===== src/rtl/irq_pkg.sv =====
package irq_pkg;

    localparam logic [7:0] ADDR_MASK1 = 8'h5E;
    localparam logic [7:0] ADDR_MASK2 = 8'h5F;
    localparam logic [7:0] ADDR_STAT1 = 8'h60;
    localparam logic [7:0] ADDR_STAT2 = 8'h61;

    localparam int BIT_MIC   = 6;
    localparam int BIT_THERM = 4;
    localparam int BIT_MIX   = 3;
    localparam int BIT_PATHB = 1;
    localparam int BIT_PATHA = 0;

    localparam logic [7:0] IMPL1   = 8'h5B;
    localparam logic [7:0] STICKY1 = 8'h1B;
    localparam logic [7:0] BOTH1   = 8'h40;
    localparam logic [7:0] IMPL2   = 8'h3F;
    localparam logic [7:0] STICKY2 = 8'h00;
    localparam logic [7:0] BOTH2   = 8'h00;

    typedef enum logic [2:0] {
        SEL_NONE,
        SEL_MASK1,
        SEL_MASK2,
        SEL_STAT1,
        SEL_STAT2
    } reg_sel_e;

    typedef struct packed {
        logic [7:0] lvl;
        logic [7:0] en;
    } src_vec_t;

    function automatic reg_sel_e decode_addr(input logic [7:0] a);
        case (a)
            ADDR_MASK1: return SEL_MASK1;
            ADDR_MASK2: return SEL_MASK2;
            ADDR_STAT1: return SEL_STAT1;
            ADDR_STAT2: return SEL_STAT2;
            default:    return SEL_NONE;
        endcase
    endfunction

endpackage


===== src/rtl/irq_debounce.sv =====
module irq_debounce #(
    parameter int DB_CYCLES = 2000000
) (
    input  logic clk,
    input  logic rst,
    input  logic raw_in,
    output logic level_out
);
    localparam int CNT_W = (DB_CYCLES > 2) ? $clog2(DB_CYCLES) : 1;
    localparam logic [CNT_W-1:0] TERM = CNT_W'(DB_CYCLES - 1);

    logic [1:0]       sync_q;
    logic             stable_q;
    logic [CNT_W-1:0] cnt_q;

    always_ff @(posedge clk) begin
        if (rst) begin
            sync_q   <= '0;
            stable_q <= 1'b0;
            cnt_q    <= '0;
        end else begin
            sync_q <= {sync_q[0], raw_in};
            if (sync_q[1] == stable_q) begin
                cnt_q <= '0;
            end else if (cnt_q == TERM) begin
                stable_q <= sync_q[1];
                cnt_q    <= '0;
            end else begin
                cnt_q <= cnt_q + 1'b1;
            end
        end
    end

    assign level_out = stable_q;


    db_full_run_chk: assert property (@(posedge clk) disable iff (rst)
        !$stable(stable_q) |-> ($past(cnt_q) == TERM && $past(sync_q[1]) != $past(stable_q)));

endmodule


===== src/rtl/irq_evt_bank.sv =====
module irq_evt_bank #(
    parameter logic [7:0] IMPL   = 8'hFF,
    parameter logic [7:0] STICKY = 8'h00,
    parameter logic [7:0] BOTH   = 8'h00
) (
    input  logic                clk,
    input  logic                rst,
    input  irq_pkg::src_vec_t   src,
    input  logic                clr,
    output logic [7:0]          status,
    output logic [7:0]          evt
);
    for (genvar i = 0; i < 8; i++) begin : g_bit
        if (IMPL[i]) begin : g_impl
            logic prev_q;
            logic ev_q;
            logic rise;
            logic fall;
            logic hit;

            assign rise = src.lvl[i] & ~prev_q;
            assign fall = ~src.lvl[i] & prev_q;
            assign hit  = src.en[i] & (rise | (BOTH[i] & fall));

            always_ff @(posedge clk) begin
                if (rst) begin
                    prev_q <= 1'b0;
                    ev_q   <= 1'b0;
                end else begin
                    prev_q <= src.lvl[i];
                    ev_q   <= (ev_q & ~clr) | hit;
                end
            end
            assign evt[i] = ev_q;

            if (STICKY[i]) begin : g_sticky
                logic stk_q;
                always_ff @(posedge clk) begin
                    if (rst) stk_q <= 1'b0;
                    else     stk_q <= (stk_q & ~clr) | (src.lvl[i] & src.en[i]);
                end
                assign status[i] = stk_q;
            end else begin : g_live
                assign status[i] = src.lvl[i] & src.en[i];
            end
        end else begin : g_rsvd
            assign status[i] = 1'b0;
            assign evt[i]    = 1'b0;
        end
    end


    evt_keep_chk: assert property (@(posedge clk) disable iff (rst)
        !clr |=> ((evt & $past(evt)) == $past(evt)));


    sticky_hold_chk: assert property (@(posedge clk) disable iff (rst)
        !clr |=> ((status & STICKY & $past(status & STICKY)) == $past(status & STICKY)));

endmodule


===== src/rtl/irq_stat_ctrl.sv =====
module irq_stat_ctrl #(
    parameter int CLK_KHZ = 100000,
    parameter int DB_MS   = 20
) (
    input  logic       clk,
    input  logic       rst,
    input  logic [7:0] reg_addr,
    input  logic [7:0] reg_wdata,
    input  logic       reg_we,
    input  logic       reg_re,
    output logic [7:0] reg_rdata,
    input  logic       mic_short_raw,
    input  logic       bias_pdn,
    input  logic       global_pdn,
    input  logic       therm_sense_en,
    input  logic       therm_over,
    input  logic       mix_ovf,
    input  logic       pathb_ovf,
    input  logic       patha_ovf,
    input  logic [5:0] lock_flags,
    output logic       irq_n
);
    import irq_pkg::*;

    localparam int DB_CYCLES = CLK_KHZ * DB_MS;

    reg_sel_e   sel;
    logic [7:0] mask1_q, mask2_q;
    logic [7:0] stat1, stat2, evt1, evt2;
    logic       mic_lvl, bias_on;
    logic       clr1, clr2;
    src_vec_t   src1, src2;

    assign sel     = decode_addr(reg_addr);
    assign bias_on = ~bias_pdn & ~global_pdn;
    assign clr1    = reg_re && (sel == SEL_STAT1);
    assign clr2    = reg_re && (sel == SEL_STAT2);

    irq_debounce #(.DB_CYCLES(DB_CYCLES)) mic_db_i (
        .clk      (clk),
        .rst      (rst),
        .raw_in   (mic_short_raw),
        .level_out(mic_lvl)
    );

    always_comb begin
        src1 = '0;
        src1.lvl[BIT_MIC]   = mic_lvl;
        src1.en[BIT_MIC]    = bias_on;
        src1.lvl[BIT_THERM] = therm_over;
        src1.en[BIT_THERM]  = therm_sense_en;
        src1.lvl[BIT_MIX]   = mix_ovf;
        src1.en[BIT_MIX]    = 1'b1;
        src1.lvl[BIT_PATHB] = pathb_ovf;
        src1.en[BIT_PATHB]  = 1'b1;
        src1.lvl[BIT_PATHA] = patha_ovf;
        src1.en[BIT_PATHA]  = 1'b1;
        src2.lvl = {2'b00, lock_flags};
        src2.en  = IMPL2;
    end

    irq_evt_bank #(.IMPL(IMPL1), .STICKY(STICKY1), .BOTH(BOTH1)) bank1_i (
        .clk(clk), .rst(rst), .src(src1), .clr(clr1), .status(stat1), .evt(evt1)
    );

    irq_evt_bank #(.IMPL(IMPL2), .STICKY(STICKY2), .BOTH(BOTH2)) bank2_i (
        .clk(clk), .rst(rst), .src(src2), .clr(clr2), .status(stat2), .evt(evt2)
    );

    always_ff @(posedge clk) begin
        if (rst) begin
            mask1_q <= '0;
            mask2_q <= '0;
        end else if (reg_we) begin
            if (sel == SEL_MASK1) mask1_q <= reg_wdata & IMPL1;
            if (sel == SEL_MASK2) mask2_q <= reg_wdata & IMPL2;
        end
    end

    always_comb begin
        case (sel)
            SEL_MASK1: reg_rdata = mask1_q;
            SEL_MASK2: reg_rdata = mask2_q;
            SEL_STAT1: reg_rdata = stat1;
            SEL_STAT2: reg_rdata = stat2;
            default:   reg_rdata = 8'h00;
        endcase
    end

    assign irq_n = ~|((evt1 & mask1_q) | (evt2 & mask2_q));


    mask_write_chk: assert property (@(posedge clk) disable iff (rst)
        (reg_we && reg_addr == ADDR_MASK1) |=> (mask1_q == ($past(reg_wdata) & IMPL1)));


    rsvd_zero_chk: assert property (@(posedge clk) disable iff (rst)
        (reg_addr == ADDR_STAT1) |-> ((reg_rdata & ~IMPL1) == 8'h00));


    bias_gate_chk: assert property (@(posedge clk) disable iff (rst)
        (!bias_on && !clr1 && !$past(evt1[BIT_MIC])) |=> !evt1[BIT_MIC]);

endmodule


===== config.mk =====
export PLATFORM = sky130hd
export DESIGN_NAME = irq_stat_ctrl
export DESIGN_NICKNAME = d
export VERILOG_FILES = /design/src/rtl/irq_pkg.sv /design/src/rtl/irq_debounce.sv /design/src/rtl/irq_evt_bank.sv /design/src/rtl/irq_stat_ctrl.sv
export SDC_FILE = /design/constraint.sdc
export NUM_CORES = 1
export LEC_CHECK = 0
export CAP_MARGIN = 20
export CORE_MARGIN = 1.5
export CORE_UTILIZATION = 56
export DETAILED_ROUTE_END_ITERATION = 6
export GPL_ROUTABILITY_DRIVEN = 0
export GPL_TIMING_DRIVEN = 0
export PLACE_DENSITY = 0.84
export SYNTH_ARGS = -nofsm -noshare
export SYNTH_HDL_FRONTEND = slang
export SYNTH_SLANG_ARGS = --single-unit

===== constraint.sdc =====
create_clock -name clk -period 4.35 [get_ports clk]
set_input_delay 0.87 -clock clk [delete_from_list [all_inputs] [get_ports clk]]
set_output_delay 0.87 -clock clk [all_outputs]
set_load 0.005 [all_outputs]

---- Word-level counts from Yosys, hierarchy flattened ----
Cells that the tools add are included.
operators by class
  reductions and logical operators ........ 8
  bitwise gates (word level) .............. 68
  eq/ne operators ......................... 10
  add/subtract/negate cells ............... 1
  multiplexer cells ....................... 2
operators by type and width
  kind                   number
  $and 1x1->1            32
  $eq 8x7->1 const B     4
  $pmux 7 s4             1
  $add 21x1->21 const B  1
  $eq 21x21->1 const B   1
  $not 1->1              17
  $or 1x1->1             16
  $pmux 3 s4             1
  $reduce_or 8->1        1
  $and 7x7->7            1
  $or 7x6->7             1
  $and 6x6->6            1
  $eq 3x2->1 const B     2
  $reduce_and 2->1       3
  $eq 3x1->1 const B     1
  $eq 3x3->1 const B     1
  $reduce_or 3->1        1
  $logic_and 1x1->1      2
  $eq 1x1->1             1
  $logic_not 1->1        1
word-level totals
  register bits after elaboration ......... 61
  word-level logic and storage cells ...... 120
  output and inout port bits .............. 9
  input port bits ......................... 34

---- Longest topological paths before layout ----
  word-level depth ........................ 7
  gate-level depth with buffers ........... 7
  mapped depth without buffers ............ 5

---- Hierarchy ----
From an unflattened synthesis, not the netlist that was laid out.
unflattened totals
  cells, all modules ...................... 343
  area, all modules ....................... 3,062.9 um2
modules (own cells, without submodules)
  module                   area each (um2)  seq. area each (um2)  instances  cells an instance
  irq_debounce             1,041.0          480.5                 1          119
  irq_stat_ctrl            852.1            220.2                 1          105
  irq_evt_bank at bank1_i  619.3            280.3                 1          65
  irq_evt_bank at bank2_i  550.5            240.2                 1          54

---- Least setup slack after synthesis ----
No wires, ideal clock.
  path type ............................... input port to output port
  from .................................... in reg_addr[7]
  to ...................................... out reg_rdata[0]
  stages on the path ...................... 5
  data arrival time ....................... 1.806 ns
  required time ........................... 3.480 ns
  buffers on the path ..................... 1
  setup slack ............................. 1.674 ns
  cells stage by stage .................... and4b_1 and3_1 clkbuf_1 a22oi_1 nand2_1
between the ends
  cells in the longest elaborated chain, start to end .. 4
  elaborated cells between the ends (all ways) .. 10
  those cells by class .................... eq/ne: 8; mux: 2
ends and longest elaborated chain
  what                                RTL line             RTL
  start: declaration                  irq_stat_ctrl.sv:7   input logic [7:0] reg_addr,
  $eq 8x7->1                          irq_pkg.sv:35        case (a)
  $pmux 3 s4 *                        irq_pkg.sv:35
  $eq 3x3->1 (tied with other cells)  irq_stat_ctrl.sv:81  case (sel)
  $pmux 7 s4 *                        irq_stat_ctrl.sv:81
  end: declaration                    irq_stat_ctrl.sv:11  output logic [7:0] reg_rdata,
Mark *: on every way between the ends. The rest lies on a longest branch, timed or not.

---- Final worst setup path ----
  from .................................... in reg_addr[4]
  to ...................................... out reg_rdata[0]
Same word-level chain as after synthesis.

==> impl_metrics.env <==
export IMPL_outcome="complete, no violations"
export IMPL_crit_chain="clkdlybuf4s50_1 > and4b_1 > and3_1 > clkbuf_1 > a22oi_1 > nand2_1 > clkdlybuf4s50_1"
export IMPL_cts_root_buf="clkbuf_8"
export IMPL_clkLatencyLatePin_ns=0.34
export IMPL_max_freq_mhz=254.9
export IMPL_cp_depth=7
export IMPL_crit_slowest_cell="clkdlybuf4s50_1"
export IMPL_layout_drive_gt1_share_pct=7.508
export IMPL_vias_per_cell=5.745
export IMPL_synth_main_ff_cell="dfxtp_1"
export IMPL_yosys_cell_types_count=40
export IMPL_rr_worst_depth=7
export IMPL_drt_total_wl_um=5873
export IMPL_whs_path_depth=1
export IMPL_ant_nets=0
export IMPL_tightest_slew_ns=0.8585
export IMPL_setup_viol=0
export IMPL_clk_pin_slew_ns=0.07
export IMPL_async_reset_ff_share_pct=0
export IMPL_grt_pass1_vias=2099
export IMPL_drc=0
export IMPL_dieArea_um2=4911
export IMPL_ys_warnings_count=0
export IMPL_cts_buffers=9
export IMPL_syn_inst=279
export IMPL_setup_tns_final_ns=0
export IMPL_diodes=0
export IMPL_vdd_drop_max_uv=379.7
export IMPL_grt_pass1_wl_um=9722
export IMPL_seqPwrFrac_pct=46.9
export IMPL_max_slew_margin_pct=42.02
export IMPL_clkPwrFrac_pct=47.8
export IMPL_wl_per_cell_um=15.25
export IMPL_dr_pass1_iters=4
export IMPL_netlist_area_leader_share_pct=48.46
export IMPL_cts_resized=0
export IMPL_swShare_pct=20.08
export IMPL_die_w_um=70.08
export IMPL_vias=2212
export IMPL_cts_tree="yes"
export IMPL_rsz0062_at_grt="no"
export IMPL_synth_seq_cells=61
export IMPL_initial_core_util_pct=57.87
export IMPL_slowest_delay_ns=0.50
export IMPL_startpoint_type="input pin"
export IMPL_finalMaxSlewViolations=0
export IMPL_synth_area_leader_cell="dfxtp_1"
export IMPL_power_density_nw_per_um2=389.6
export IMPL_drt_iter0_drc=203
export IMPL_critPathTopFamily="buffers and inverters"
export IMPL_dpl_hpwl_um=4048
export IMPL_drv_cap=0
export IMPL_io_buffers=38
export IMPL_crit_type="in -> out"
export IMPL_crit_path_end_kind="output port"
export IMPL_clock_path_buffers=2
export IMPL_clkSinkCount=61
export IMPL_nNetsFinal=363
export IMPL_arrival_ns=3.05
export IMPL_cp_num_buf_inv=3
export IMPL_n_fill_cell=313
export IMPL_required_ns=3.48
export IMPL_area_growth_pct=27.36
export IMPL_worst_clock_skew_ns=0.01008
export IMPL_synth_fp_nets=314
export IMPL_seq_area_um2=1221
export IMPL_synth_area_top_cells="dfxtp_1 (48%), nand2_1 (4.3%), nor2_1 (3.6%)"
export IMPL_grt_max_degree=11
export IMPL_min_path_type="reg -> reg"
export IMPL_antenna_found_initial=0
export IMPL_yosysSeqAreaShare_pct=48.46
export IMPL_die_height_um=70.08
export IMPL_gr_total_overflow=0
export IMPL_ios=43
export IMPL_ctsHoldBuffers=0
export IMPL_post_cts_setup_buffers=0
export IMPL_track_usage_pct=25.47
export IMPL_worst_path_most_repeated_cell="clkdlybuf4s50_1"
export IMPL_power_internal_w=0.0009992
export IMPL_multiInputGateArea_um2=1185
export IMPL_hold_viol_final=0
export IMPL_row_count=24
export IMPL_period_share_pct=90.18
export IMPL_syn_area_per_cell_um2=9.032
export IMPL_crit_fanout=10
export IMPL_core_area_um2=4354
export IMPL_period_needed_ns=3.923
export IMPL_netlist_area_um2=2520
export IMPL_synth_edf_count=0
export IMPL_comb_power_share_pct=5.3
export IMPL_power_switching_w=0.0002511
export IMPL_htreeDepth=3
export IMPL_finalPower_w=0.001250
export IMPL_power_leakage_nw=1.185
==> cell usage after synthesis, types with 2 or more instances <==
cell       n
a22o_1    10
a22oi_1    8
and4_1     5
nor4_1     3
a221oi_1   2
or3_1      6
and3_1     6
nand2_1   29
inv_1     14
or4_1      2
xnor2_1    9
nor2_1    24
a21oi_1   14
buf_2      4
buf_4      2
nor4b_1    3
nand4_1    4
nor2b_1   10
nand2b_1   3
mux2i_1    5
dfxtp_1   61
o21ai_0   11
nand3_1   16
clkbuf_1   7
xor2_1     6
==> placed cells by master (no fill, tap or decap), types with 2 or more instances in the layout <==
| cell type | instances |
|---|---|
| or4_1 | 2 |
| buf_4 | 2 |
| nor2_1 | 24 |
| a22o_1 | 10 |
| and3_1 | 6 |
| or3_1 | 6 |
| clkdlybuf4s50_1 | 38 |
| o21ai_0 | 11 |
| nor2b_1 | 10 |
| nor4b_1 | 3 |
| nand2b_1 | 3 |
| and4_1 | 5 |
| dfxtp_1 | 61 |
| mux2i_1 | 5 |
| nor4_1 | 3 |
| clkbuf_8 | 13 |
| clkbuf_1 | 7 |
| nand4_1 | 4 |
| bufinv_16 | 2 |
| a221oi_1 | 2 |
| xor2_1 | 6 |
| a21oi_1 | 14 |
| xnor2_1 | 9 |
| a22oi_1 | 8 |
| nand2_1 | 29 |
| inv_1 | 14 |
| nand3_1 | 16 |
| buf_2 | 4 |
==> worst register-to-register path: stages (launching register included) <==
cell	delay, ns
dfxtp_1	0.47
ha_1	0.19
clkbuf_1	0.31
nand2_1	0.10
or3_4	0.36
o21ai_1	0.21
buf_2	0.27
a21oi_1	0.07
==> logic make-up (layout without fill, tap and decap cells) <==
group                    Yosys count  after routing  share of synthesized area [%]
AO/OA/AOI/OAI                     50             50                          13.16
XOR/XNOR                          15             15                          5.214
adder cells (fa/ha/maj)            1              1                         0.4964
buffers and inverters             27             81                          4.518
flip-flops                        61             61                          48.46
multiplexers                       5              5                          1.986
other                              1              1                         0.1488
AND/OR/NAND/NOR                  119            119                          26.02
==> per-layer routing <==
| layer | track usage [%] | vias up | wire length (µm) |
|---|---|---|---|
| met3 | 6.638 | 14 | 291 |
| li1 | - | 1079 | - |
| met4 | 13.68 | 0 | 150 |
| met1 | 32.59 | 1055 | 2711 |
| met2 | 39.37 | 64 | 2720 |
| met5 | 0 | - | 0 |
==> flip-flops by register name, indices dropped and copies added, names as in the netlist <==
| signal | count |
|---|---|
| bank2_i.g_bit.g_impl.ev_q | 6 |
| bank1_i.g_bit.g_impl.prev_q | 5 |
| bank1_i.g_bit.g_impl.g_sticky.stk_q | 4 |
| bank2_i.g_bit.g_impl.prev_q | 6 |
| mask2_q | 6 |
| mic_db_i.sync_q | 2 |
| mask1_q | 5 |
| mic_db_i.level_out | 1 |
| bank1_i.g_bit.g_impl.ev_q | 5 |
| mic_db_i.cnt_q | 21 |
==> per-stage QoR <==
step           util (%)  cells  area [µm²]  worst slack, ns  hold WS, ns
3_3_place_gp      68.10    369        2965           0.4660       0.4025
6_report          73.71    385        3209           0.4271       0.4218
4_1_cts           73.71    385        3209           0.4389       0.4251
2_1_floorplan         -    279        2520            1.674       0.3988
3_5_place_dp      68.10    369        2965           0.4607       0.4096
5_1_grt           73.71    385        3209           0.3449       0.4338
==> power by group through the flow <==
stage	logic (W)	clock network, W	registers (W)
2_1_floorplan	0.0000268	0	0.000596
3_3_place_gp	0.0000625	0	0.000598
3_5_place_dp	0.0000642	0	0.000598
4_1_cts	0.0000653	0.000599	0.000587
5_1_grt	0.0000714	0.000625	0.000588
6_report	0.0000657	0.000598	0.000587
==> final timing paths <==
path / from / to / slack (ns)
worst max-delay path: reg_addr[4] / reg_rdata[0] / 0.43
worst min-delay path: bank1_i.g_bit[0].g_impl.prev_q$_SDFF_PP0_ / bank1_i.g_bit[0].g_impl.ev_q$_SDFF_PP0_ / 0.42
worst max register to register: mic_db_i.cnt_q[0]$_SDFF_PP0_ / mic_db_i.cnt_q[18]$_SDFF_PP0_ / 2.26
worst min register to register: bank1_i.g_bit[0].g_impl.prev_q$_SDFF_PP0_ / bank1_i.g_bit[0].g_impl.ev_q$_SDFF_PP0_ / 0.42
==> cell type report <==
class | instances | share of cell area (%)
repair buffers | 38 | 11.85
inverters | 14 | 1.637
clock buffers | 13 | 5.575
well taps | 52 | 2.027
multi-input cells | 191 | 36.92
flip-flops and latches | 61 | 38.05
clock inverters | 3 | 2.027
plain buffers | 13 | 1.910
(Power assumes the default switching activity.)
